===== config.mk =====
export PLATFORM = sky130hd
export DESIGN_NAME = eqw_top
export DESIGN_NICKNAME = d
export VERILOG_FILES = /design/src/rtl/eqw_pkg.sv /design/src/rtl/eqw_size_decode.sv /design/src/rtl/eqw_prod_ptr.sv /design/src/rtl/eqw_write_fmt.sv /design/src/rtl/eqw_watch_port.sv /design/src/rtl/eqw_top.sv
export SDC_FILE = /design/constraint.sdc
export NUM_CORES = 1
export LEC_CHECK = 0
export CAP_MARGIN = 30
export CORE_MARGIN = 2
export CORE_UTILIZATION = 68
export CTS_CLUSTER_SIZE = 28
export DETAILED_ROUTE_END_ITERATION = 16
export DONT_BUFFER_PORTS = 1
export HOLD_SLACK_MARGIN = 0.15
export PLACE_DENSITY_LB_ADDON = 0.15
export SYNTH_ARGS = -nofsm -noshare
export SYNTH_HDL_FRONTEND = slang
export SYNTH_SLANG_ARGS = --single-unit
export TNS_END_PERCENT = 10

===== constraint.sdc =====
create_clock -name clk -period 5.4 [get_ports clk]
set_input_delay 0.81 -clock clk [delete_from_list [all_inputs] [get_ports clk]]
set_output_delay 0.81 -clock clk [all_outputs]
set_load 0.005 [all_outputs]

===== src/rtl/eqw_pkg.sv =====
package eqw_pkg;
   typedef enum logic {
      SZ_PAGE = 1'b0,
      SZ_LINE = 1'b1
   } sz_mode_e;

   function automatic int max2(input int a, input int b);
      return (a > b) ? a : b;
   endfunction
endpackage


===== src/rtl/eqw_size_decode.sv =====
module eqw_size_decode #(
   parameter int EXP_W        = 4,
   parameter int IDX_W        = 22,
   parameter int ENTRY_LG     = 2,
   parameter int LINE_BASE_LG = 7,
   parameter int LINE_EXP_MAX = 4,
   parameter int PAGE_BASE_LG = 12,
   parameter int PAGE_EXP_MAX = 12
) (
   input  logic             line_sel,
   input  logic [EXP_W-1:0] size_exp,
   output logic [IDX_W-1:0] last_idx,
   output logic             err
);
   localparam int LG_W = $clog2(IDX_W + 1) + 1;

   logic [1:0]      lane_err;
   logic [LG_W-1:0] lane_lg [2];

   for (genvar l = 0; l < 2; l++) begin : g_lane
      localparam int BASE = (l == int'(eqw_pkg::SZ_LINE)) ? LINE_BASE_LG : PAGE_BASE_LG;
      localparam int EMAX = (l == int'(eqw_pkg::SZ_LINE)) ? LINE_EXP_MAX : PAGE_EXP_MAX;
      logic [EXP_W-1:0] eff;
      always_comb begin
         lane_err[l] = (size_exp > EXP_W'(EMAX));
         eff         = lane_err[l] ? EXP_W'(EMAX) : size_exp;
         lane_lg[l]  = LG_W'(BASE - ENTRY_LG) + LG_W'(eff);
      end
   end

   logic [LG_W-1:0] sel_lg;
   logic [IDX_W:0]  span;

   always_comb begin
      sel_lg   = lane_lg[line_sel];
      err      = lane_err[line_sel];
      span     = (IDX_W+1)'(1) << sel_lg;
      last_idx = IDX_W'(span - (IDX_W+1)'(1));
   end
endmodule


===== src/rtl/eqw_prod_ptr.sv =====
module eqw_prod_ptr #(
   parameter int IDX_W = 22
) (
   input  logic             clk,
   input  logic             rst_n,
   input  logic             enq,
   input  logic             watch,
   input  logic [IDX_W-1:0] last_idx,
   output logic [IDX_W-1:0] idx_q,
   output logic             gen_q,
   output logic             flip_q,
   output logic             wrap
);
   always_comb wrap = enq && (idx_q >= last_idx);

   always_ff @(posedge clk or negedge rst_n) begin
      if (!rst_n) begin
         idx_q  <= '0;
         gen_q  <= 1'b0;
         flip_q <= 1'b0;
      end else begin
         if (enq) begin
            idx_q <= wrap ? '0 : idx_q + IDX_W'(1);
            if (wrap) gen_q <= ~gen_q;
         end
         // the wrap wins over the watch clear
         if (wrap)       flip_q <= 1'b1;
         else if (watch) flip_q <= 1'b0;
      end
   end
endmodule


===== src/rtl/eqw_write_fmt.sv =====
module eqw_write_fmt #(
   parameter int ADDR_W   = 48,
   parameter int IDX_W    = 22,
   parameter int PAY_W    = 31,
   parameter int ENTRY_LG = 2
) (
   input  logic              clk,
   input  logic              rst_n,
   input  logic              enq,
   input  logic [PAY_W-1:0]  payload,
   input  logic [IDX_W-1:0]  idx,
   input  logic              gen,
   input  logic [ADDR_W-1:0] base,
   output logic              wr_en,
   output logic [ADDR_W-1:0] wr_addr,
   output logic [PAY_W:0]    wr_data
);
   logic [ADDR_W-1:0] slot_ofs;
   always_comb slot_ofs = ADDR_W'(idx) << ENTRY_LG;

   always_ff @(posedge clk or negedge rst_n) begin
      if (!rst_n) begin
         wr_en   <= 1'b0;
         wr_addr <= '0;
         wr_data <= '0;
      end else begin
         wr_en <= enq;
         if (enq) begin
            wr_addr <= base + slot_ofs;
            wr_data <= {gen, payload};
         end
      end
   end
endmodule


===== src/rtl/eqw_watch_port.sv =====
module eqw_watch_port #(
   parameter int IDX_W = 22
) (
   input  logic             clk,
   input  logic             rst_n,
   input  logic             watch,
   input  logic [IDX_W-1:0] idx,
   input  logic             gen,
   input  logic             flip,
   output logic             vld,
   output logic [IDX_W-1:0] snap_idx,
   output logic             snap_gen,
   output logic             snap_flip
);
   always_ff @(posedge clk or negedge rst_n) begin
      if (!rst_n) begin
         vld       <= 1'b0;
         snap_idx  <= '0;
         snap_gen  <= 1'b0;
         snap_flip <= 1'b0;
      end else begin
         vld <= watch;
         if (watch) begin
            snap_idx  <= idx;
            snap_gen  <= gen;
            snap_flip <= flip;
         end
      end
   end
endmodule


===== src/rtl/eqw_top.sv =====
module eqw_top #(
   parameter int ADDR_W       = 48,
   parameter int PAY_W        = 31,
   parameter int EXP_W        = 4,
   parameter int ENTRY_LG     = 2,
   parameter int LINE_BASE_LG = 7,
   parameter int LINE_EXP_MAX = 4,
   parameter int PAGE_BASE_LG = 12,
   parameter int PAGE_EXP_MAX = 12,
   localparam int LG_MAX      = eqw_pkg::max2(LINE_BASE_LG + LINE_EXP_MAX,
                                              PAGE_BASE_LG + PAGE_EXP_MAX),
   localparam int IDX_W       = LG_MAX - ENTRY_LG
) (
   input  logic              clk,
   input  logic              rst_n,
   input  logic              cfg_line_sel,
   input  logic [EXP_W-1:0]  cfg_size_exp,
   input  logic [ADDR_W-1:0] cfg_base,
   output logic              cfg_err,
   input  logic              enq_valid,
   input  logic [PAY_W-1:0]  enq_payload,
   output logic              mem_wr_en,
   output logic [ADDR_W-1:0] mem_wr_addr,
   output logic [PAY_W:0]    mem_wr_data,
   input  logic              watch_rd,
   output logic              watch_vld,
   output logic [IDX_W-1:0]  watch_idx,
   output logic              watch_gen,
   output logic              watch_flipped
);
   initial begin
      assert (LINE_BASE_LG > ENTRY_LG && PAGE_BASE_LG > ENTRY_LG)
         else $fatal(1, "base size smaller than one entry");
      assert ((1 << EXP_W) > eqw_pkg::max2(LINE_EXP_MAX, PAGE_EXP_MAX))
         else $fatal(1, "exponent field too narrow");
      assert (ADDR_W > LG_MAX)
         else $fatal(1, "address too narrow for largest queue");
   end

   logic [IDX_W-1:0] last_idx;
   logic [IDX_W-1:0] idx_q;
   logic             gen_q;
   logic             flip_q;
   logic             wrap;

   eqw_size_decode #(
      .EXP_W(EXP_W), .IDX_W(IDX_W), .ENTRY_LG(ENTRY_LG),
      .LINE_BASE_LG(LINE_BASE_LG), .LINE_EXP_MAX(LINE_EXP_MAX),
      .PAGE_BASE_LG(PAGE_BASE_LG), .PAGE_EXP_MAX(PAGE_EXP_MAX)
   ) u_size (
      .line_sel(cfg_line_sel), .size_exp(cfg_size_exp),
      .last_idx(last_idx), .err(cfg_err)
   );

   eqw_prod_ptr #(.IDX_W(IDX_W)) u_ptr (
      .clk(clk), .rst_n(rst_n), .enq(enq_valid), .watch(watch_rd),
      .last_idx(last_idx), .idx_q(idx_q), .gen_q(gen_q),
      .flip_q(flip_q), .wrap(wrap)
   );

   eqw_write_fmt #(
      .ADDR_W(ADDR_W), .IDX_W(IDX_W), .PAY_W(PAY_W), .ENTRY_LG(ENTRY_LG)
   ) u_wr (
      .clk(clk), .rst_n(rst_n), .enq(enq_valid), .payload(enq_payload),
      .idx(idx_q), .gen(gen_q), .base(cfg_base),
      .wr_en(mem_wr_en), .wr_addr(mem_wr_addr), .wr_data(mem_wr_data)
   );

   eqw_watch_port #(.IDX_W(IDX_W)) u_watch (
      .clk(clk), .rst_n(rst_n), .watch(watch_rd),
      .idx(idx_q), .gen(gen_q), .flip(flip_q),
      .vld(watch_vld), .snap_idx(watch_idx), .snap_gen(watch_gen),
      .snap_flip(watch_flipped)
   );
endmodule


==> reports/summary.txt <==
Post-route setup TNS: 0 ns
Worst vdd ir: 0.262 mV
Core box area: 10,800 um^2
Fmax: 0.207 GHz
Psw: 0.836 mW
Io pins: 195
Nets: 865
Reg2Reg Launch Point: u_ptr.idx_q[0]
Antenna-violating nets left: 0
Mapped Nets: 869
Yosys top cell area share: 43.5%
Starting Density: 69.3%
Clock power frac: 40.0%
Fillcell total: 730
Gate power share: 16.1%
PostCTS Resize Cnt: 0
Synth async-reset ratio: 100%
Worst-Skew Late Latency: 0.53 ns
Share of layout cells above drive strength 1: 17.4%
Hold Crit Class: in -> async
Post-Synth Adder-Cell Area: 8.43%
Clock Pin Slew Worst Setup and Hold Paths: 0.06 ns
Power Density: 346 nW/um^2
Compound-cell area share of the yosys netlist: 13.7%
Layout Area Growth over Synthesis: 9.25%
DRT Wirelength: 18,200 um
Global-route wire length before repair: 28,700 um
Number of port buffers: 0
RSZ-0062 raised after global routing: no
Number of diodes: 0
Vias: 5,773
Sequential-to-total area share from yosys stat: 43.5%
Drt initial violations: 418
P_leak: 3.77 nW
Synth Area in XOR/XNOR: 6.67%
Pin count of the biggest net entering global routing: 131
CP Data Arrival Time: 5.24 ns
CTS tree: yes
Total clock sinks: 130
Area contributors post-synth: dfrtp_1 43%, mux2_2 11%, ha_1 8.0%
Tmin final: 4.82 ns
Main combinational cell family by area after synthesis: compound AO/OA/AOI/OAI gates
DR vias/cell: 6.55
Pre-Repair DR Iteration Count: 6
Final Hold Vio Count: 0
Post-synth EDFFs: 0
Max-cap viol count: 0
Top cell type by total area after synthesis: dfrtp_1
Relative slew slack: 35.9%
Most used flip-flop cell after synthesis: dfrtp_1
Crit path launch: cfg_size_exp[3]
Worst Setup End Kind: flop
Max-slew violation count: 0
Sequential Power Share: 43.9%
Syn. warnings: 0
Cts hold-fix bufs: 1
Rows: 38
Die footprint: 11,900 um^2
Clock skew: 0.00833 ns
Grt total ovfl: 0
Sw Share: 29.6%
DR DRC count: 0
Cts bufs inserted: 17
Post-Syn Instances: 732
Post-route clock period utilization: 89.3%
Wire length per cell: 20.7 um
Vias in the first global route: 5,854
Status: completed
Clk buf depth: 2
Yosys cell types: 56
Multiplexer share of the synthesized area: 11.7%
Slew @ Worst Pin: 0.962 ns
Hpwl dp: 12,700 um
CTS root buf: clkbuf_8
RePlAce Congestion: 0.950
Total GRT Usage: 31.7%
Internal cell power: 1.99 mW
Die width: 109 um
Max H-tree Level: 4
Simple-Gate Fraction of Synth Area: 13.5%
Mean Syn Cell Area: 10.2 um^2
Setup violators final: 0
Die height: 109 um
CP Class: in -> reg
Synthesized area: 7480 um^2
Setup bufs post-CTS: 0
FF+latch count, synth: 130
Critical-path maximum fanout: 12
CP Data Required Time: 5.81 ns
Worst Setup Start Kind: primary input
Tot Pwr: 2.83 mW
Initial antenna violation count: 0
==> path summary, 6_finish.rpt <==
path | endpoint | slack [ns] | cells past startpoint
worst min register to register | u_ptr.gen_q | 0.50 | 1
max in group asynchronous | u_ptr.idx_q[14] | 4.66 | 1
min in group clk | u_wr.wr_en | 0.31 | 0
worst min-delay path | u_wr.wr_addr[10] | 0.22 | 1
worst max-delay path | u_ptr.flip_q | 0.58 | 21
worst max register to register | u_wr.wr_addr[46] | 1.86 | 11
==> synthesized netlist by cell type (2+ instances only) <==
| library cell | count |
|---|---|
| dfrtp_1 | 130 |
| mux2_2 | 76 |
| nor2_1 | 73 |
| a21oi_1 | 62 |
| nand2_1 | 56 |
| ha_1 | 48 |
| xor2_1 | 34 |
| o21ai_0 | 26 |
| xnor2_1 | 23 |
| a21o_1 | 22 |
| nand3_1 | 18 |
| clkbuf_1 | 17 |
| nand4_1 | 15 |
| inv_1 | 11 |
| a31oi_1 | 9 |
| and3_1 | 9 |
| o21ai_1 | 6 |
| and4_1 | 5 |
| buf_1 | 5 |
| buf_2 | 5 |
| nor3_1 | 5 |
| o211ai_1 | 5 |
| o21a_1 | 5 |
| or3_1 | 5 |
| a32oi_1 | 4 |
| nor2b_1 | 4 |
| o2111ai_1 | 4 |
| o31ai_1 | 4 |
| or3_2 | 4 |
| a211oi_1 | 3 |
| and2_1 | 3 |
| and3_2 | 3 |
| nand2b_1 | 3 |
| o211a_1 | 3 |
| a22oi_1 | 2 |
| dlygate4sd1_1 | 2 |
| mux2i_1 | 2 |
| nand3b_1 | 2 |
| or2_2 | 2 |
==> through the flow <==
stage / worst slack [ns] / instances / hold slack (ns) / util [%] / area (um^2)
6_report: 0.579 / 881 / 0.220 / 75.7 / 8170
3_3_place_gp: 0.304 / 848 / 0.464 / 70.1 / 7560
5_1_grt: 0.307 / 881 / 0.267 / 75.7 / 8170
4_1_cts: 0.618 / 881 / 0.274 / 75.7 / 8170
2_1_floorplan: 0.0425 / 732 / 0.448 / - / 7480
3_5_place_dp: 0.128 / 848 / 0.491 / 70.1 / 7560
==> logic make-up (layout without fill, tap and decap cells) <==
logic type	Yosys count	after routing
AND/OR/NAND/NOR	211	211
AO/OA/AOI/OAI	164	164
flip-flops	130	130
multiplexers	78	78
XOR/XNOR	57	57
adder cells (fa/ha/maj)	50	50
buffers and inverters	42	51
==> worst max-delay path, stage by stage <==
cell      delay, ns
nor2_1         0.19
and2_1         0.20
ha_1           0.25
mux2_2         0.34
or3_1          0.43
or3_1          0.37
ha_1           0.22
or2_2          0.35
or4_1          0.42
a21oi_1        0.14
a21oi_1        0.06
ha_1           0.19
a21o_1         0.15
a21o_1         0.17
a21oi_1        0.12
o21ai_0        0.08
nand2b_1       0.07
o211ai_1       0.13
and2_1         0.21
buf_4          0.19
a21o_1         0.17
==> power by group through the flow <==
stage | clock network [mW] | registers [mW] | logic [mW]
floorplan | 0 | 1.20 | 0.369
global placement | 0 | 1.25 | 0.401
detailed placement | 0 | 1.26 | 0.423
CTS | 1.14 | 1.24 | 0.456
global route | 1.19 | 1.26 | 0.509
finish | 1.13 | 1.24 | 0.457
==> area by class of cell <==
class | count | area (um^2) | share of cell area [%]
flip-flops and latches | 130 | 3250 | 39.8
clock buffers | 18 | 428 | 5.24
multi-input cells | 560 | 4050 | 49.5
clock inverters | 14 | 153 | 1.87
well taps | 140 | 175 | 2.14
repair buffers | 7 | 72.6 | 0.888
inverters | 12 | 45.0 | 0.551
==> flip-flops by register name (all words and copies together) (netlist names) <==
register	cells
u_watch.snap_gen	1
u_watch.snap_idx	22
u_wr.wr_en	1
u_ptr.idx_q	22
u_wr.wr_data	32
u_watch.snap_flip	1
u_watch.vld	1
u_wr.wr_addr	48
u_ptr.flip_q	1
u_ptr.gen_q	1
==> layout by cell type (no fill, tap or decap), types with 16 or more instances in the layout <==
| cell type | instances |
|---|---|
| a21oi_1 | 62 |
| o21ai_0 | 26 |
| a21o_1 | 22 |
| nand2_1 | 56 |
| ha_1 | 48 |
| mux2_2 | 76 |
| nand3_1 | 18 |
| dfrtp_1 | 130 |
| xnor2_1 | 23 |
| nor2_1 | 73 |
| clkbuf_16 | 16 |
| xor2_1 | 34 |
==> layer usage <==
layer / wire (um) / global-route usage (%) / vias up
li1: - / - / 2627
met1: 7180 / 39.1 / 2774
met2: 8630 / 50.9 / 310
met3: 1680 / 9.80 / 62
met4: 723 / 15.3 / 0
met5: 0 / 0 / -
Power figures use the tool's default switching activity.
